<file path="src/rtl/lcdt_pkg.sv">
package lcdt_pkg;

    typedef enum logic [1:0] {
        ST_IDLE   = 2'd0,
        ST_MASTER = 2'd1,
        ST_SLAVE  = 2'd2,
        ST_SWITCH = 2'd3
    } lcdt_state_e;

endpackage

</file>
<file path="src/rtl/lcdt_mode_fsm.sv">
module lcdt_mode_fsm
    import lcdt_pkg::*;
(
    input  logic clk,
    input  logic rst_n,
    input  logic mode_master,
    output logic run_master,
    output logic run_slave,
    output logic timing_oe
);

    lcdt_state_e state_q;
    lcdt_state_e state_n;

    // next-state logic
    always_comb begin
        state_n = state_q;
        unique case (state_q)
            ST_IDLE:   state_n = mode_master ? ST_MASTER : ST_SLAVE;
            ST_MASTER: if (!mode_master) state_n = ST_SWITCH;
            ST_SLAVE:  if (mode_master)  state_n = ST_SWITCH;
            ST_SWITCH: state_n = mode_master ? ST_MASTER : ST_SLAVE;
        endcase
    end

    // state register
    always_ff @(posedge clk or negedge rst_n) begin
        if (!rst_n) begin
            state_q <= ST_IDLE;
        end else begin
            state_q <= state_n;
        end
    end

    // run strobes steer the datapath for the coming cycle
    always_comb begin
        run_master = (state_n == ST_MASTER);
        run_slave  = (state_n == ST_SLAVE);
    end

    // registered pin direction
    always_ff @(posedge clk or negedge rst_n) begin
        if (!rst_n) begin
            timing_oe <= 1'b0;
        end else begin
            timing_oe <= (state_n == ST_MASTER);
        end
    end

endmodule

</file>
<file path="src/rtl/lcdt_line_timer.sv">
module lcdt_line_timer #(
    parameter int LINE_TICKS = 8
) (
    input  logic clk,
    input  logic rst_n,
    input  logic run,
    input  logic tick,
    input  logic last_row,
    output logic lp,
    output logic flm,
    output logic sclk,
    output logic m_pol
);

    localparam int CNT_W = (LINE_TICKS > 1) ? $clog2(LINE_TICKS) : 1;
    localparam logic [CNT_W-1:0] CNT_LAST = CNT_W'(LINE_TICKS - 1);

    logic [CNT_W-1:0] cnt_q;
    logic             end_line;

    always_comb begin
        end_line = tick && (cnt_q == CNT_LAST);
    end

    always_ff @(posedge clk or negedge rst_n) begin
        if (!rst_n) begin
            cnt_q <= '0;
            lp    <= 1'b0;
            flm   <= 1'b0;
            sclk  <= 1'b0;
            m_pol <= 1'b0;
        end else if (!run) begin
            cnt_q <= '0;
            lp    <= 1'b0;
            flm   <= 1'b0;
            sclk  <= 1'b0;
            m_pol <= 1'b0;
        end else begin
            if (tick) begin
                cnt_q <= end_line ? '0 : cnt_q + CNT_W'(1);
                sclk  <= ~sclk;
            end
            lp  <= end_line;
            flm <= end_line && last_row;
            if (lp && flm) begin
                m_pol <= ~m_pol;
            end
        end
    end

endmodule

</file>
<file path="src/rtl/lcdt_row_counter.sv">
module lcdt_row_counter #(
    parameter int NUM_LINES = 130,
    localparam int ROW_W = $clog2(NUM_LINES)
) (
    input  logic             clk,
    input  logic             rst_n,
    input  logic             clear,
    input  logic             adv,
    input  logic             frame_sync,
    output logic [ROW_W-1:0] row,
    output logic             last_row
);

    localparam logic [ROW_W-1:0] ROW_LAST = ROW_W'(NUM_LINES - 1);

    always_comb begin
        last_row = (row == ROW_LAST);
    end

    always_ff @(posedge clk or negedge rst_n) begin
        if (!rst_n) begin
            row <= '0;
        end else if (clear) begin
            row <= '0;
        end else if (adv) begin
            row <= (frame_sync || last_row) ? '0 : row + ROW_W'(1);
        end
    end

endmodule

</file>
<file path="src/rtl/lcdt_timing_gen.sv">
module lcdt_timing_gen #(
    parameter int NUM_LINES  = 130,
    parameter int LINE_TICKS = 8,
    localparam int ROW_W = $clog2(NUM_LINES)
) (
    input  logic             clk,
    input  logic             rst_n,
    input  logic             mode_master,
    input  logic             src_sel,
    input  logic             ext_tick,
    input  logic             osc_tick,
    input  logic             lp_in,
    input  logic             flm_in,
    input  logic             m_in,
    output logic             lp_out,
    output logic             flm_out,
    output logic             m_out,
    output logic             sclk_out,
    output logic             timing_oe,
    output logic             drive_pol,
    output logic [ROW_W-1:0] row_addr
);

    logic run_master;
    logic run_slave;
    logic tick;
    logic last_row;
    logic row_adv;
    logic row_sync;
    logic row_clear;

    lcdt_mode_fsm u_fsm (
        .clk         (clk),
        .rst_n       (rst_n),
        .mode_master (mode_master),
        .run_master  (run_master),
        .run_slave   (run_slave),
        .timing_oe   (timing_oe)
    );

    always_comb begin
        tick      = src_sel ? osc_tick : ext_tick;
        row_clear = !(run_master || run_slave);
        row_adv   = run_master ? lp_out  : (run_slave && lp_in);
        row_sync  = run_master ? flm_out : flm_in;
        drive_pol = timing_oe ? m_out : m_in;
    end

    lcdt_line_timer #(
        .LINE_TICKS (LINE_TICKS)
    ) u_line (
        .clk      (clk),
        .rst_n    (rst_n),
        .run      (run_master),
        .tick     (tick),
        .last_row (last_row),
        .lp       (lp_out),
        .flm      (flm_out),
        .sclk     (sclk_out),
        .m_pol    (m_out)
    );

    lcdt_row_counter #(
        .NUM_LINES (NUM_LINES)
    ) u_row (
        .clk        (clk),
        .rst_n      (rst_n),
        .clear      (row_clear),
        .adv        (row_adv),
        .frame_sync (row_sync),
        .row        (row_addr),
        .last_row   (last_row)
    );

endmodule

</file>
<file path="config.mk">
export PLATFORM = sky130hd
export DESIGN_NAME = lcdt_timing_gen
export DESIGN_NICKNAME = d
export VERILOG_FILES = /design/src/rtl/lcdt_pkg.sv /design/src/rtl/lcdt_mode_fsm.sv /design/src/rtl/lcdt_line_timer.sv /design/src/rtl/lcdt_row_counter.sv /design/src/rtl/lcdt_timing_gen.sv
export SDC_FILE = /design/constraint.sdc
export NUM_CORES = 1
export LEC_CHECK = 0
export BUFFER_PORTS_ARGS = -buffer_cell sky130_fd_sc_hd__buf_4
export CAP_MARGIN = 40
export CORE_ASPECT_RATIO = 0.9
export CORE_MARGIN = 3
export CORE_UTILIZATION = 52
export CTS_CLUSTER_DIAMETER = 30
export CTS_CLUSTER_SIZE = 28
export DETAILED_ROUTE_END_ITERATION = 10
export PLACE_DENSITY = 0.88
export SYNTH_ARGS = -nofsm -noshare
export SYNTH_HDL_FRONTEND = slang
export SYNTH_SLANG_ARGS = --single-unit
</file>
<file path="constraint.sdc">
create_clock -name clk -period 3.1 [get_ports clk]
set_clock_uncertainty 0.05 [all_clocks]
set_input_delay 0.62 -clock clk [delete_from_list [all_inputs] [get_ports clk]]
set_output_delay 0.62 -clock clk [all_outputs]
set_load 0.02 [all_outputs]
</file>
==> results.md <==
* Final hold vios at 0
* Status: finished, final reports clean
* Synth async-reset ratio at 100.0%
* Fin area at 1244 sq um
* Crit-path max FO at 10
* H-Tree Depth at 1
* Max incr delay on CP at about 0.4 ns
* Vias in the first global route at approximately 810
* Wire per inst at approximately 15 um
* Starting density of the core at approximately 58%
* Die height at 48.06 um
* Die area at about 2500 sq um
* Antenna cell count at 0
* Register area share after synthesis at ~44%
* Met3 WL at between 100 and 150 um
* WL met2 at roughly 1000 um
* Largest net degree at the start of global routing at 19
* Post-Syn Instances at between 100 and 150
* Post-Syn Area at 1022 sq um
* Drt first pass iters at 4
* Max_cap viols at 0
* Yosys synthesis warning count at 0
* Most frequent CP cell: ha_1
* Cell area after placement at ~1200 sq um
* Die width at 52.74 um
* Clock transition at path regs at about 0.10 ns
* Final design utilization at roughly 70%
* Syn-to-layout area delta at 21.66%
* CTS root buffer: clkbuf_4
* Worst skew pair latency at 0.30 ns
* Register Area at between 400 and 500 sq um
* Leakage power at 0.6454 nW
* TNS Setup at 0 ns
* # Post-CTS Setup Buffers at 0
* Number of hold buffers added after CTS at 0
* Post-layout minimum cycle time at roughly 2.7 ns
* First-pass GRT wire length at 3470 um
* CP max stage cell: ha_1
* Initial antenna violation count at 0
* Clk buf depth at 2
* Worst EP arrival at approximately 2.9 ns
* Synth area leader: dfrtp_1
* Distinct cell type count after synthesis at 35
* Leading register cell type out of synthesis: dfrtp_1
* Layout cells sized above 1 at 25.60%
* Final setup violation count at 0
* # port buffers at 22
* Final WS setup at ~0.44 ns
* WP data required at roughly 3.3 ns
* CP Class: flip-flop to flip-flop
* Post-route antenna net violation count at 0
* CP cell instances: inv_1, ha_1, o31ai_1, ha_1, mux2i_2, o211ai_2, nor2_1, a22o_1
* DR iter-0 viols at 24
* Tcrit/Tclk final at between 80 and 90%
* Total GRT Usage at a little under 20%
* Peak VDD IR at around 0.65 mV
* DR vias/cell at between 5 and 6
* Avg Inst Size Synth at between 10 and 15 sq um
* Top cells by area, synth: dfrtp_1, ha_1, nor2b_1, mux2i_2, nand2_1
* DR vias at 842
* Post-synth EDFFs at 0
* Worst setup SP type: flip-flop
* Cell Count, Final, Fillers Out at ~150
* Num CTS Buffers at 3
* Final GP Congestion at around 0.86
* Core Box Area at roughly 1800 sq um
* Fmax at 375.4 MHz
* # placed instances at between 100 and 150
* Clock sink count at 18
* DRT met1 WL at between 900 and 1000 um
* Synth Register Bits at 18
* CTS tree: yes
* Final hold slack at between 0.1 and 0.15 ns
* Top-count cell post-synth: dfrtp_1
* Area of the multi-input gates at 539.3 sq um
* Nets@finish at 143
* Leading cell types by count after synthesis: dfrtp_1, ha_1, nand2_1
* Synth top area share at roughly 44%
* Cell Pwr Density at approximately 930 nW/um^2
* PostCTS Resize Cnt at 0
* Crit path capture type: flip-flop
* Slew headroom at 69.39%
* Grt ovf at 0
* Syn Nets at around 120
* RSZ-0062 raised after global routing: false
* Worst hold-check path type: input pin to asynchronous set/reset pin
* I/O pin total at 23
* DR DRC count at 0
* Power Total at between 1 and 1.5 mW
* Fill count at 134
* Least-Margin Pin Slew at 0.4503 ns
* Top routing layer in use: met4
* DP HPWL at 1720 um
* Rows at 14
* Pins Over Slew Limit at 0
* DRT Wirelength at 2190 um
* Place WS at between 0.4 and 0.5 ns
==> cells by family (layout without fill, tap and decap cells) <==
kind of cell	after synthesis	in the layout	synth area share (%)
AO/OA/AOI/OAI	23	23	15.42
AND/OR/NAND/NOR	38	38	21.18
multiplexers	3	3	3.795
adder cells (fa/ha/maj)	8	8	9.792
flip-flops	18	18	44.06
buffers and inverters	8	32	3.182
XOR/XNOR	3	3	2.571
==> report_power, final <==
part	internal [mW]	total [mW]	switching, mW
Sequential	0.276	0.313	0.0370
Clock	0.0717	0.146	0.0744
Combinational	0.268	0.704	0.435
==> path summary, 6_finish.rpt <==
check / slack [ns] / end / from / cells after the start
setup / recovery: 0.44 / u_row.row[3]$_DFFE_PN0P_ / u_fsm.state_q[0]$_DFF_PN0_ / 8
hold / removal: 0.12 / u_row.row[0]$_DFFE_PN0P_ / rst_n / 1
setup reg to reg: 0.44 / u_row.row[3]$_DFFE_PN0P_ / u_fsm.state_q[0]$_DFF_PN0_ / 8
hold reg to reg: 0.53 / u_line.cnt_q[2]$_DFFE_PN0P_ / u_line.cnt_q[2]$_DFFE_PN0P_ / 2
max in group asynchronous: 2.68 / u_row.row[6]$_DFFE_PN0P_ / rst_n / 1
min in group clk: 0.53 / u_line.cnt_q[2]$_DFFE_PN0P_ / u_line.cnt_q[2]$_DFFE_PN0P_ / 2
==> worst max-delay path, delay by kind of cell (launching register included) <==
| kind | cells | cell delay (ns) |
|---|---|---|
| AO/OA/AOI/OAI | 3 | 0.75 |
| adder cells (fa/ha/maj) | 2 | 0.71 |
| flip-flops | 1 | 0.40 |
| multiplexers | 1 | 0.37 |
| AND/OR/NAND/NOR | 1 | 0.27 |
| buffers and inverters | 1 | 0.06 |
==> flip-flops by register name (all words and copies together), names as in the netlist <==
name / count
u_row.row: 8
u_line.lp: 1
u_line.sclk: 1
u_fsm.timing_oe: 1
u_fsm.state_q: 2
u_line.cnt_q: 3
u_line.flm: 1
u_line.m_pol: 1
==> cell usage in the layout (no fill, tap or decap), types with 3 or more instances in the layout <==
cell type,n
a22o_1,3
nor2b_1,5
dfrtp_1,18
nor2_1,5
a21oi_1,4
nand3_1,3
buf_4,22
inv_1,6
o21ai_0,5
clkbuf_4,3
and2_1,3
ha_1,8
a21o_1,3
nor3_1,3
nand2_1,7
==> layer usage <==
layer / up-vias / GRT usage, %
met5: - / 0
met4: 0 / 10.20
met3: 6 / 4.984
met2: 31 / 34.41
met1: 395 / 21.71
li1: 410 / -
==> layout make-up <==
class,instances,share of cell area [%]
Tap cell,24,2.414
Timing Repair Buffer,22,13.28
Inverter,6,1.811
Multi-Input combinational cell,75,43.36
Sequential cell,18,36.22
Clock buffer,4,2.918
Note: power is estimated with default switching activity, not from simulation.
